--- src/rtl/pwm_aq_pkg.sv ---
package pwm_aq_pkg;

    typedef enum logic [1:0] {
        ACT_NONE   = 2'd0,
        ACT_LOW    = 2'd1,
        ACT_HIGH   = 2'd2,
        ACT_TOGGLE = 2'd3
    } aq_act_e;

    typedef enum logic [1:0] {
        LD_ZERO   = 2'd0,
        LD_PERIOD = 2'd1,
        LD_EITHER = 2'd2,
        LD_FROZEN = 2'd3
    } load_sel_e;

    typedef struct packed {
        aq_act_e on_cmp_b;
        logic [1:0] rsv1;
        aq_act_e on_cmp_a;
        logic [1:0] rsv0;
        aq_act_e on_zero;
    } act_word_t;

    localparam int unsigned NUM_CH = 2;

    function automatic logic load_due(load_sel_e sel, logic ev_zero, logic ev_prd);
        case (sel)
            LD_ZERO:   return ev_zero;
            LD_PERIOD: return ev_prd;
            LD_EITHER: return ev_zero | ev_prd;
            default:   return 1'b0;
        endcase
    endfunction

    function automatic aq_act_e pick_act(act_word_t w, logic ev_zero, logic ev_a, logic ev_b);
        if (ev_b)
            return w.on_cmp_b;
        else if (ev_a)
            return w.on_cmp_a;
        else if (ev_zero)
            return w.on_zero;
        return ACT_NONE;
    endfunction

    function automatic logic apply_act(aq_act_e a, logic cur);
        case (a)
            ACT_LOW:    return 1'b0;
            ACT_HIGH:   return 1'b1;
            ACT_TOGGLE: return ~cur;
            default:    return cur;
        endcase
    endfunction

endpackage

--- src/rtl/pwm_cmp_reg.sv ---
module pwm_cmp_reg
    import pwm_aq_pkg::*;
#(
    parameter int unsigned CW = 16
) (
    input  logic          clk,
    input  logic          rst,
    input  logic          wr,
    input  logic [CW-1:0] wr_data,
    input  logic          shadow_en,
    input  load_sel_e     load_sel,
    input  logic          ev_zero,
    input  logic          ev_prd,
    input  logic [CW-1:0] count,
    input  logic          up,
    output logic [CW-1:0] active,
    output logic          match
);

    logic [CW-1:0] shadow_q;
    logic          reload;

    assign reload = shadow_en && load_due(load_sel, ev_zero, ev_prd);
    assign match  = up && (count == active);

    always_ff @(posedge clk) begin
        if (rst) begin
            shadow_q <= '0;
            active   <= '0;
        end else begin
            if (wr && shadow_en)
                shadow_q <= wr_data;
            if (wr && !shadow_en)
                active <= wr_data;
            else if (reload)
                active <= shadow_q;
        end
    end

endmodule

--- src/rtl/pwm_aq_out.sv ---
module pwm_aq_out
    import pwm_aq_pkg::*;
(
    input  logic      clk,
    input  logic      rst,
    input  act_word_t word,
    input  logic      ev_zero,
    input  logic      ev_a,
    input  logic      ev_b,
    output logic      pin
);

    aq_act_e sel_act;

    assign sel_act = pick_act(word, ev_zero, ev_a, ev_b);

    always_ff @(posedge clk) begin
        if (rst)
            pin <= 1'b0;
        else
            pin <= apply_act(sel_act, pin);
    end

endmodule

--- src/rtl/pwm_cmp_aq.sv ---
module pwm_cmp_aq
    import pwm_aq_pkg::*;
#(
    parameter int unsigned CW = 16
) (
    input  logic          clk,
    input  logic          rst,
    input  logic [CW-1:0] tb_count,
    input  logic          tb_up,
    input  logic          tb_zero,
    input  logic          tb_period,
    input  logic          wr_a,
    input  logic [CW-1:0] wr_data_a,
    input  logic          shadow_en_a,
    input  logic [1:0]    load_sel_a,
    input  logic          wr_b,
    input  logic [CW-1:0] wr_data_b,
    input  logic          shadow_en_b,
    input  logic [1:0]    load_sel_b,
    input  logic [9:0]    act_word_a,
    input  logic [9:0]    act_word_b,
    output logic          pwm_a,
    output logic          pwm_b
);

    logic [NUM_CH-1:0]         ch_wr;
    logic [NUM_CH-1:0]         ch_shadow;
    logic [NUM_CH-1:0][CW-1:0] ch_data;
    logic [NUM_CH-1:0][1:0]    ch_lsel;
    logic [NUM_CH-1:0][CW-1:0] active;
    logic [NUM_CH-1:0]         match;
    logic [NUM_CH-1:0][9:0]    words;
    logic [NUM_CH-1:0]         pins;

    assign ch_wr     = {wr_b, wr_a};
    assign ch_shadow = {shadow_en_b, shadow_en_a};
    assign ch_data   = {wr_data_b, wr_data_a};
    assign ch_lsel   = {load_sel_b, load_sel_a};
    assign words     = {act_word_b, act_word_a};

    for (genvar c = 0; c < NUM_CH; c++) begin : g_ch
        pwm_cmp_reg #(.CW(CW)) cmp_i (
            .clk       (clk),
            .rst       (rst),
            .wr        (ch_wr[c]),
            .wr_data   (ch_data[c]),
            .shadow_en (ch_shadow[c]),
            .load_sel  (load_sel_e'(ch_lsel[c])),
            .ev_zero   (tb_zero),
            .ev_prd    (tb_period),
            .count     (tb_count),
            .up        (tb_up),
            .active    (active[c]),
            .match     (match[c])
        );

        pwm_aq_out out_i (
            .clk     (clk),
            .rst     (rst),
            .word    (act_word_t'(words[c])),
            .ev_zero (tb_zero),
            .ev_a    (match[0]),
            .ev_b    (match[1]),
            .pin     (pins[c])
        );
    end

    assign pwm_a = pins[0];
    assign pwm_b = pins[1];

endmodule

--- config.mk ---
export PLATFORM = sky130hd
export DESIGN_NAME = pwm_cmp_aq
export DESIGN_NICKNAME = d
export VERILOG_FILES = /design/src/rtl/pwm_aq_pkg.sv /design/src/rtl/pwm_cmp_reg.sv /design/src/rtl/pwm_aq_out.sv /design/src/rtl/pwm_cmp_aq.sv
export SDC_FILE = /design/constraint.sdc
export NUM_CORES = 1
export LEC_CHECK = 0
export ABC_AREA = 1
export CORE_ASPECT_RATIO = 1.4
export CORE_MARGIN = 2
export CORE_UTILIZATION = 55
export CTS_CLUSTER_SIZE = 40
export DETAILED_ROUTE_END_ITERATION = 10
export PLACE_DENSITY = 0.93
export SLEW_MARGIN = 20
export SYNTH_ARGS = -nofsm -noshare
export SYNTH_HDL_FRONTEND = slang
export SYNTH_HIERARCHICAL = 1
export SYNTH_SLANG_ARGS = --single-unit
--- constraint.sdc ---
create_clock -name clk -period 2.8 [get_ports clk]
set_input_delay 0.7 -clock clk [delete_from_list [all_inputs] [get_ports clk]]
set_output_delay 0.7 -clock clk [all_outputs]
set_load 0.005 [all_outputs]
==> key figures, run 1 <==
Global route
  • Number of antenna violations at the first check in global routing: 0
  • Largest net degree at the start of global routing: 62
  • GRT Overall Usage: between 20% and 30%
  • Vias in the first global route: between 3000 and 4000
  • Global-route congestion overflow total: 0
  • Wire length of the first global-routing pass: 13.7 mm

Clocking
  • Post-cts hold buffer count: 0
  • Clock edge transition at the registers on the reported setup and hold paths: ~0.070 ns
  • Number of clock buffers inserted by TritonCTS: 9
  • Buffer depth of the longest clock path: 2
  • Level count of the clock H-tree: 3
  • Post-CTS Setup Repair Bufs: 0
  • CTS-repair resized insts: 0
  • CTS sink count: 66
  • Clock tree from TritonCTS: yes
  • Clock latency of the later-clocked register in the worst-skew pair: 0.34 ns
  • CTS Root Cell: sky130_fd_sc_hd__clkbuf_8

STA
  • Slew Limit Headroom: 61.5%
  • Final worst path period need: between 2 and 2.5 ns
  • Final number of hold-violating endpoints: 0
  • Number of max-slew violations in the final report: 0
  • Final period utilization: 80.9%
  • Setup TNS: 0 ns
  • Clock skew: 0.00604 ns
  • Worst-margin pin slew: between 0.5 and 0.6 ns
  • Setup WS post-layout: ~0.53 ns
  • Upper clock frequency limit: around 0.44 GHz
  • Unrepaired setup endpoints after global routing: false
  • Final setup violation count: 0

Critical path
  • Critical path buffers and inverters: 3
  • Crit Path Max Fanout: 6
  • Critical path, cell by cell: clkdlybuf4s50_1, inv_1, nand2_1, nand4_1, nor2_1, nand3_1, nor2_1, inv_1, nand3_1, a21oi_1, nor2_1, nor2_1
  • Critical path class: in2reg
  • Longest individual stage delay on the worst path: 0.54 ns
  • Cell with the most instances on the worst path: sky130_fd_sc_hd__nor2_1
  • Crit path launch type: primary input
  • Crit path max-delay cell type: sky130_fd_sc_hd__clkdlybuf4s50_1
  • Kind of cell adding the most delay to the critical path: simple AND/OR/NAND/NOR gates
  • Worst endpoint required time: about 3.0 ns
  • Worst EP arrival: between 2 and 3 ns
  • CP Capture Type: flop

Floorplan
  • Row count: 35
  • Core region area: around 6500 um^2
  • Starting density of the core: 56.5%
  • DIE AREA: approximately 7400 um^2
  • Die Y: approximately 100 um
  • Count of pins on the block boundary: 83
  • Die X-Extent: around 73 um

Drt
  • Per-cell via count in the routed design: 5.22
  • Routed wire length per instance: about 12 um
  • Total routed wirelength: roughly 8.4 mm
  • DR iter-0 viols: about 230
  • Routed Antenna Nets: 0
  • Via count: around 3700
  • First drt pass iteration count: 4
  • Remaining routing DRC violations: 0

Power and ir drop
  • Areal power density over the cells: 510 nW/um^2
  • Post-layout total power: 2.28 mW
  • Highest ir drop seen on vdd: ~0.00035 V
  • Standby leakage power: 2.08 nW

Final layout
  • Number of diodes: 0
  • Share of cells above drive strength 1: between 4 and 5%
  • Post-layout net count: 708
  • Area growth from synthesis to layout: 21.1%
  • Final-layout fill cell count: 522

Synthesis
  • Proportion of synthesized chip area in sequential cells: around 36%
  • Most common flop cell mapped by yosys: sky130_fd_sc_hd__dfxtp_1
  • Biggest area contributors in the synthesized netlist: sky130_fd_sc_hd__dfxtp_1 (36%), sky130_fd_sc_hd__nand2_1 (12%), sky130_fd_sc_hd__a21oi_1 (8.7%)
  • EDFF count, synth: 0
  • Synthesized instance count: 570
  • Post-synthesis sequential element count: 66
  • Post-synth net total: roughly 650
  • Fraction of post-synthesis cell area in the top cell type by area: a little over a third
  • Cell area after synthesis: 3690 um^2
  • Ys async rst share: 0%
  • Average footprint of a synthesized cell: 6.47 um^2
  • Most area-hungry cell type in the Yosys netlist: sky130_fd_sc_hd__dfxtp_1
  • Unique masters post-synth: 22
  • Syn. warnings: 6

Run status
  • Status: complete, no violations

Placed design
  • Port buffer count: 74
  • Post-placement setup slack: around 0.17 ns
  • Placer congestion estimate: 0.817
  • HPWL after DPL: slightly below 6 mm

Min path
  • Hold crit path type: reg2reg

Run
  • Number of violations of the max-capacitance limit: 0
==> synth_stat cells, types with 4 or more instances <==
cell                       count
sky130_fd_sc_hd__a21oi_1      64
sky130_fd_sc_hd__buf_2         6
sky130_fd_sc_hd__buf_6        16
sky130_fd_sc_hd__clkbuf_1      6
sky130_fd_sc_hd__dfxtp_1      66
sky130_fd_sc_hd__inv_1        82
sky130_fd_sc_hd__inv_2         4
sky130_fd_sc_hd__nand2_1     120
sky130_fd_sc_hd__nand2_2       4
sky130_fd_sc_hd__nand3_1      50
sky130_fd_sc_hd__nor2_1       60
sky130_fd_sc_hd__o21ai_0      32
sky130_fd_sc_hd__o21ai_1      34
sky130_fd_sc_hd__o22ai_1       4
sky130_fd_sc_hd__xnor2_1       8
==> layer usage <==
| metal | track usage (%) | share of wire [%] | routed length [um] |
|---|---|---|---|
| met2 | 40.5 | 52 | 4360 |
| met1 | 27.4 | 41 | 3450 |
| met5 | 0 | 0 | 0 |
| met4 | 9.54 | 2.0 | 171 |
| met3 | 4.40 | 4.9 | 413 |
==> flip-flops by register name, indices dropped and copies added, names as in the netlist <==
name and flops:
g_ch.cmp_i/shadow_q 32, g_ch.cmp_i/active 32, g_ch.out_i/pin 2
==> metrics by stage <==
| step | utilization (%) | hold WS [ns] | std cells | area [um^2] |
|---|---|---|---|---|
| detailed placement | 65.7 | 0.473 | 690 | 4290 |
| global route | 68.4 | 0.507 | 706 | 4470 |
| global placement | 65.7 | 0.466 | 690 | 4290 |
| CTS | 68.4 | 0.490 | 706 | 4470 |
| floorplan | - | 0.454 | 570 | 3690 |
| finish | 68.4 | 0.493 | 706 | 4470 |
==> cells in the final DEF, fill, tap and decap left out, drive strengths merged <==
cell type,count
buf,2
a21boi,2
dfxtp,66
xnor2,8
xor2,2
a21oi,66
nor2,60
bufinv,1
clkinv,2
inv,86
nand3,50
o21ai,66
or2,2
nand4,2
clkbuf,13
clkdlybuf4s50,74
o22ai,4
nand2,126
==> worst min-delay path, delay by kind of cell, from the launching register on <==
| kind | cells | cell delay (ns) |
|---|---|---|
| and+or+nand+nor | 2 | 0.13 |
| DFF | 1 | 0.33 |
==> path summary, 6_finish.rpt <==
check | slack, ns | depth (start not counted) | from | end
hold reg to reg | 0.49 | 2 | g_ch[0].cmp_i/shadow_q[1] | g_ch[0].cmp_i/shadow_q[1]
setup / recovery | 0.53 | 12 | tb_count[1] | g_ch[1].out_i/pin
setup reg to reg | 1.03 | 11 | g_ch[0].cmp_i/active[10] | g_ch[1].out_i/pin
hold / removal | 0.49 | 2 | g_ch[0].cmp_i/shadow_q[1] | g_ch[0].cmp_i/shadow_q[1]
==> area by class of cell <==
cell class / instances / area (um^2) / area share, %
Multi-Input combinational cell: 388 / 1790 / 40.2
Clock inverter: 3 / 40.0 / 0.897
Clock buffer: 13 / 139 / 3.11
Inverter: 86 / 323 / 7.23
Timing Repair Buffer: 76 / 756 / 16.9
Tap cell: 74 / 92.6 / 2.07
Sequential cell: 66 / 1320 / 29.6
==> power by group <==
group | switching (mW) | internal [mW] | leakage, nW
clock | 0.340 | 0.410 | 0.0914
combinational | 0.258 | 0.223 | 1.44
sequential | 0.0344 | 1.01 | 0.545
total | 0.632 | 1.65 | 2.08
==> cell families (layout without fill, tap and decap cells) <==
group,Yosys count,after routing,synth area share (%)
and+or+nand+nor,240,240,27.1
AOI/OAI and AO/OA,138,138,19.2
buffers and inverters,116,178,15.5
DFF,66,66,35.8
xor gates and xnor gates,10,10,2.38
Power figures use the tool's default switching activity.
==> inputs of run 2 (changes only) <==
- CORE_UTILIZATION: 55 -> 46
- PLACE_DENSITY: 0.93 -> 0.84
- clock period: 2.8 -> 2 ns (I/O delays scaled with it)
==> key figures, run 2 (synthesis results as in run 1) <==
Run status
  • Status: complete, no violations

Drt
  • First drt pass iteration count: 5
  • Routed wire length per instance: approximately 11 um
  • Total routed wirelength: about 8.4 mm
  • DR iter-0 viols: roughly 220
  • Remaining routing DRC violations: 0
  • Per-cell via count in the routed design: 4.96
  • Via count: about 3700
  • Routed Antenna Nets: 0

Clocking
  • CTS sink count: 66
  • Number of clock buffers inserted by TritonCTS: 9
  • Buffer depth of the longest clock path: 2
  • CTS Root Cell: sky130_fd_sc_hd__clkbuf_8
  • Clock tree from TritonCTS: yes
  • Level count of the clock H-tree: 3
  • Post-CTS Setup Repair Bufs: 0
  • Clock edge transition at the registers on the reported setup and hold paths: 0.07 ns
  • Post-cts hold buffer count: 0
  • Clock latency of the later-clocked register in the worst-skew pair: 0.34 ns
  • CTS-repair resized insts: 0

Global route
  • Wire length of the first global-routing pass: between 10 and 15 mm
  • Vias in the first global route: about 3400
  • Number of antenna violations at the first check in global routing: 0
  • GRT Overall Usage: roughly a fifth
  • Global-route congestion overflow total: 0
  • Largest net degree at the start of global routing: 42

Power and ir drop
  • Clock share of power: 32.7%
  • Highest ir drop seen on vdd: 0.000401 V
  • Areal power density over the cells: 694 nW/um^2
  • Flop pwr share: a little under half
  • Switch share: approximately 28%
  • Standby leakage power: ~2.2 nW
  • Net Switching: roughly 890 uW
  • Share of power burned in combinational logic: approximately 22%
  • Cell internal pwr: between 2 and 2.5 mW

Floorplan
  • Die Y: 110 um
  • Count of pins on the block boundary: 83
  • Die X-Extent: around 80 um
  • DIE AREA: just under 9000 um^2
  • Starting density of the core: 47.6%
  • Core region area: 7750 um^2
  • Row count: 38

STA
  • Final setup violation count: 0
  • Final worst path period need: 1.89 ns
  • Final number of hold-violating endpoints: 0
  • Unrepaired setup endpoints after global routing: false
  • Slew Limit Headroom: ~73%
  • Upper clock frequency limit: 0.530 GHz
  • Setup TNS: 0 ns
  • Setup WS post-layout: around 0.11 ns
  • Clock skew: ~0.0060 ns
  • Worst-margin pin slew: between 0.4 and 0.5 ns
  • Final period utilization: about 94%
  • Number of max-slew violations in the final report: 0

Critical path
  • Worst endpoint required time: ~2.3 ns
  • Register-to-register path setup slack: ~0.44 ns
  • Crit path launch type: primary input
  • Worst EP arrival: ~2.1 ns
  • Critical path class: in2reg
  • Crit Path Max Fanout: 6
  • CP Capture Type: flop

Placed design
  • HPWL after DPL: ~6.2 mm
  • Port buffer count: 74
  • Number of instances in the placed design: 727
  • Post-placement setup slack: -0.211 ns
  • Placer congestion estimate: roughly 0.80

Final layout
  • Post-layout net count: 719
  • Final-layout fill cell count: about 710
  • Leading cell type in the layout, fill and taps excluded: sky130_fd_sc_hd__nand2_1
  • Finished Layout Cells: about 740
  • Largest registers: g_ch.cmp_i/active (32), g_ch.cmp_i/shadow_q (32), g_ch.out_i/pin (2)
  • Share of cells above drive strength 1: 6.70%
  • Area growth from synthesis to layout: 26.0%
  • Number of diodes: 0
  • Commonest non-fill, non-tap cells in the layout: sky130_fd_sc_hd__nand2_1 (120), sky130_fd_sc_hd__inv_1 (82), sky130_fd_sc_hd__clkdlybuf4s50_1 (74)

Run
  • Number of violations of the max-capacitance limit: 0

Min path
  • Hold crit path type: reg2reg
==> run 2: cell count changes in the layout (fill, tap and decap cells not counted), sizes merged <==
| cell | previous run | this run |
|---|---|---|
| bufinv | 1 | 0 |
| buf | 2 | 13 |
==> run 2: per-stage QoR <==
stage	area (um^2)	hold slack [ns]	total power, mW	utilization, %
6_report	4640	0.489	3.22	59.9
5_1_grt	4640	0.520	3.40	59.9
4_1_cts	4640	0.492	3.24	59.9
3_5_place_dp	4450	0.477	2.19	57.4
3_3_place_gp	4450	0.466	2.16	57.4
2_1_floorplan	3690	0.454	1.94	-
==> run 2: path summary, 6_finish.rpt <==
kind                                                start                   endpoint  depth (start not counted)
worst max-delay path                          tb_count[6]          g_ch[0].out_i/pin                         13
worst max register to register    g_ch[0].cmp_i/active[6]          g_ch[0].out_i/pin                         13
worst min-delay path            g_ch[0].cmp_i/shadow_q[0]  g_ch[0].cmp_i/shadow_q[0]                          2
worst min register to register  g_ch[0].cmp_i/shadow_q[0]  g_ch[0].cmp_i/shadow_q[0]                          2
==> run 2: worst max-delay path: stages <==
cell and delay [ns]:
sky130_fd_sc_hd__clkdlybuf4s50_1 0.48, sky130_fd_sc_hd__or2_2 0.32, sky130_fd_sc_hd__nand3_1 0.08, sky130_fd_sc_hd__nor2_1 0.04, sky130_fd_sc_hd__nand3_1 0.10, sky130_fd_sc_hd__nor2_1 0.06, sky130_fd_sc_hd__buf_4 0.16, sky130_fd_sc_hd__inv_1 0.08
sky130_fd_sc_hd__nand3_1 0.07, sky130_fd_sc_hd__nand2_1 0.07, sky130_fd_sc_hd__nand2_1 0.05, sky130_fd_sc_hd__nor2_1 0.09, sky130_fd_sc_hd__nor2_1 0.04
==> run 2: layer usage <==
layer | GRT usage, % | vias up | share of wire [%]
met4 | 11.5 | 0 | 3.1
met1 | 23.2 | 1610 | 42
met2 | 33.7 | 105 | 49
met5 | 0 | - | 0
li1 | - | 1947 | -
met3 | 3.86 | 22 | 5.2
==> run 2: final cells by class <==
cell class	instances	area (um^2)	area share, %
multi-input cells	388	1800	38.7
clock inverters	2	10.0	0.216
repair buffers	87	888	19.1
flip-flops and latches	66	1320	28.5
well taps	100	125	2.69
clock buffers	13	179	3.85
inverters	86	323	6.95
==> run 2: power by group through the flow <==
stage / Combinational, mW / Clock [mW] / Sequential (mW)
finish: 0.701 / 1.05 / 1.47
global route: 0.791 / 1.13 / 1.48
CTS: 0.702 / 1.07 / 1.47
detailed placement: 0.695 / 0 / 1.49
global placement: 0.671 / 0 / 1.49
floorplan: 0.458 / 0 / 1.48
==> inputs of run 3 (changes only) <==
- CAP_MARGIN: unset -> 25
- CORE_MARGIN: 2 -> unset
==> key figures, run 3 (synthesis results as in run 1) <==
Run status
  • Status: complete, no violations

STA
  • Clock skew: about 0.0075 ns
  • Final period utilization: between 80% and 90%
  • Final setup violation count: 0
  • Setup TNS: 0 ns
  • Unrepaired setup endpoints after global routing: false
  • Worst-margin pin slew: around 0.40 ns
  • Slew Limit Headroom: ~73%
  • Final number of hold-violating endpoints: 0
  • Upper clock frequency limit: around 0.57 GHz
  • Final worst path period need: 1.75 ns
  • Number of max-slew violations in the final report: 0

Global route
  • Global-route congestion overflow total: 0
  • Largest net degree at the start of global routing: 33
  • Number of antenna violations at the first check in global routing: 0
  • Wire length of the first global-routing pass: between 10 and 15 mm
  • GRT Overall Usage: approximately a fifth
  • Vias in the first global route: approximately 3400

Placed design
  • Port buffer count: 74
  • Placer congestion estimate: roughly 0.77
  • HPWL after DPL: ~6.1 mm

Final layout
  • Leading cell type in the layout, fill and taps excluded: sky130_fd_sc_hd__nand2_1
  • Commonest non-fill, non-tap cells in the layout: sky130_fd_sc_hd__nand2_1 (120), sky130_fd_sc_hd__inv_1 (82), sky130_fd_sc_hd__dfxtp_1 (66)
  • Share of cells above drive strength 1: 6.07%
  • Area growth from synthesis to layout: 26.6%
  • Post-layout net count: slightly above 700
  • Number of diodes: 0
  • Largest registers: g_ch.cmp_i/active (32), g_ch.cmp_i/shadow_q (32), g_ch.out_i/pin (2)
  • Finished Core Util: approximately three fifths

Floorplan
  • DIE AREA: 8380 um^2
  • Die X-Extent: about 78 um
  • Row count: 38
  • Starting density of the core: roughly 48%
  • Count of pins on the block boundary: between 80 and 90
  • Core region area: about 7700 um^2
  • Die Y: between 100 and 150 um

Critical path
  • Worst EP arrival: between 1.5 and 2 ns
  • Critical path, cell by cell: clkdlybuf4s50_1, nand2_1, o21ai_0, a21oi_1, nand3_1, nor2_1, buf_4, inv_1, nand3_1, a21oi_1, nor2_1, nor2_1
  • Register-to-register path setup slack: between 0.4 and 0.5 ns
  • CP Depth: 12
  • Kind of cell adding the most delay to the critical path: buffers and inverters
  • Capture instance of the worst register-to-register path: g_ch[1].out_i/pin
  • Worst endpoint required time: 2.22 ns
  • Worst reg-to-reg path cell count: 13
  • Critical path class: in2reg
  • Crit Path Max Fanout: 6
  • Crit path launch type: primary input
  • Crit path max-delay cell type: sky130_fd_sc_hd__clkdlybuf4s50_1
  • End point of the critical path: g_ch[0].out_i/pin
  • Critical path buffers and inverters: 3
  • Cell with the most instances on the worst path: sky130_fd_sc_hd__nor2_1
  • CP Capture Type: flop
  • Startpoint of the worst setup timing path: tb_count[11]
  • Longest individual stage delay on the worst path: approximately 0.49 ns
  • Reg2Reg Launch Point: g_ch[0].cmp_i/active[6]

Clocking
  • CTS sink count: 66
  • Clock latency of the later-clocked register in the worst-skew pair: ~0.33 ns
  • Post-cts hold buffer count: 0
  • Level count of the clock H-tree: 3
  • Buffer depth of the longest clock path: 2
  • Clock edge transition at the registers on the reported setup and hold paths: 0.06 ns
  • Clock tree from TritonCTS: yes
  • Post-CTS Setup Repair Bufs: 0
  • CTS-repair resized insts: 0
  • Number of clock buffers inserted by TritonCTS: 9
  • CTS Root Cell: sky130_fd_sc_hd__clkbuf_8

Drt
  • DR iter-0 viols: between 150 and 200
  • Via count: around 3600
  • Total routed wirelength: about 8.2 mm
  • Routed wire length per instance: 11.1 um
  • Routed Antenna Nets: 0
  • First drt pass iteration count: 4
  • Per-cell via count in the routed design: around 4.8
  • Remaining routing DRC violations: 0

Power and ir drop
  • Standby leakage power: 2.25 nW
  • Areal power density over the cells: slightly below 700 nW/um^2
  • Highest ir drop seen on vdd: roughly 0.00039 V

Run
  • Number of violations of the max-capacitance limit: 0

Min path
  • Hold crit path type: reg2reg
## run 3: final cells by class
type | instances | area, um^2
clock inverters | 3 | 40.0
flip-flops and latches | 66 | 1320
inverters | 86 | 323
well taps | 100 | 125
multi-input cells | 388 | 1800
repair buffers | 86 | 921
clock buffers | 13 | 139
fillers | 712 | 3080
## run 3: worst min-delay path by stage
stage / slack [ns] / startpoint / cells after the start / end
global placement: 0.47 / g_ch[1].cmp_i/shadow_q[1] / 2 / g_ch[1].cmp_i/shadow_q[1]
detailed placement: 0.48 / g_ch[0].cmp_i/shadow_q[15] / 2 / g_ch[0].cmp_i/shadow_q[15]
CTS: 0.49 / g_ch[0].cmp_i/shadow_q[15] / 2 / g_ch[0].cmp_i/shadow_q[15]
global route: 0.52 / g_ch[0].cmp_i/shadow_q[15] / 2 / g_ch[0].cmp_i/shadow_q[15]
finish: 0.49 / g_ch[1].cmp_i/shadow_q[0] / 2 / g_ch[1].cmp_i/shadow_q[0]
floorplan: 0.45 / g_ch[0].cmp_i/shadow_q[0] / 2 / g_ch[0].cmp_i/shadow_q[0]
## run 3: worst register-to-register path, delay by kind of cell (launching register included)
kind                   cells  cell delay [ns]
and+or+nand+nor           10             0.84
DFF                        1             0.31
buffers and inverters      3             0.30
## run 3: power by group
part           internal (mW)  total (mW)  switching, mW
registers               1.42        1.47         0.0468
clock network          0.574        1.04          0.462
logic                  0.338       0.697          0.359
total                   2.33        3.20          0.867
## run 3: metal layers
metal	share of wire [%]	wire [um]	track usage, %	up-vias
met2	50	4130	36.4	102
met5	0	0	0	-
met1	43	3490	23.4	1540
li1	-	-	-	1937
met3	4.8	397	3.31	16
met4	2.3	187	10.4	0
## run 3: metrics by stage
stage	instance area, um^2	setup WS (ns)	hold WS [ns]	total power, mW	std cells
6_report	4670	0.246	0.492	3.20	742
5_1_grt	4670	0.00227	0.519	3.39	742
4_1_cts	4640	0.145	0.493	3.23	742
3_5_place_dp	4460	-0.192	0.478	2.19	726
3_3_place_gp	4460	-0.148	0.466	2.16	726
2_1_floorplan	3690	0.398	0.454	1.94	570
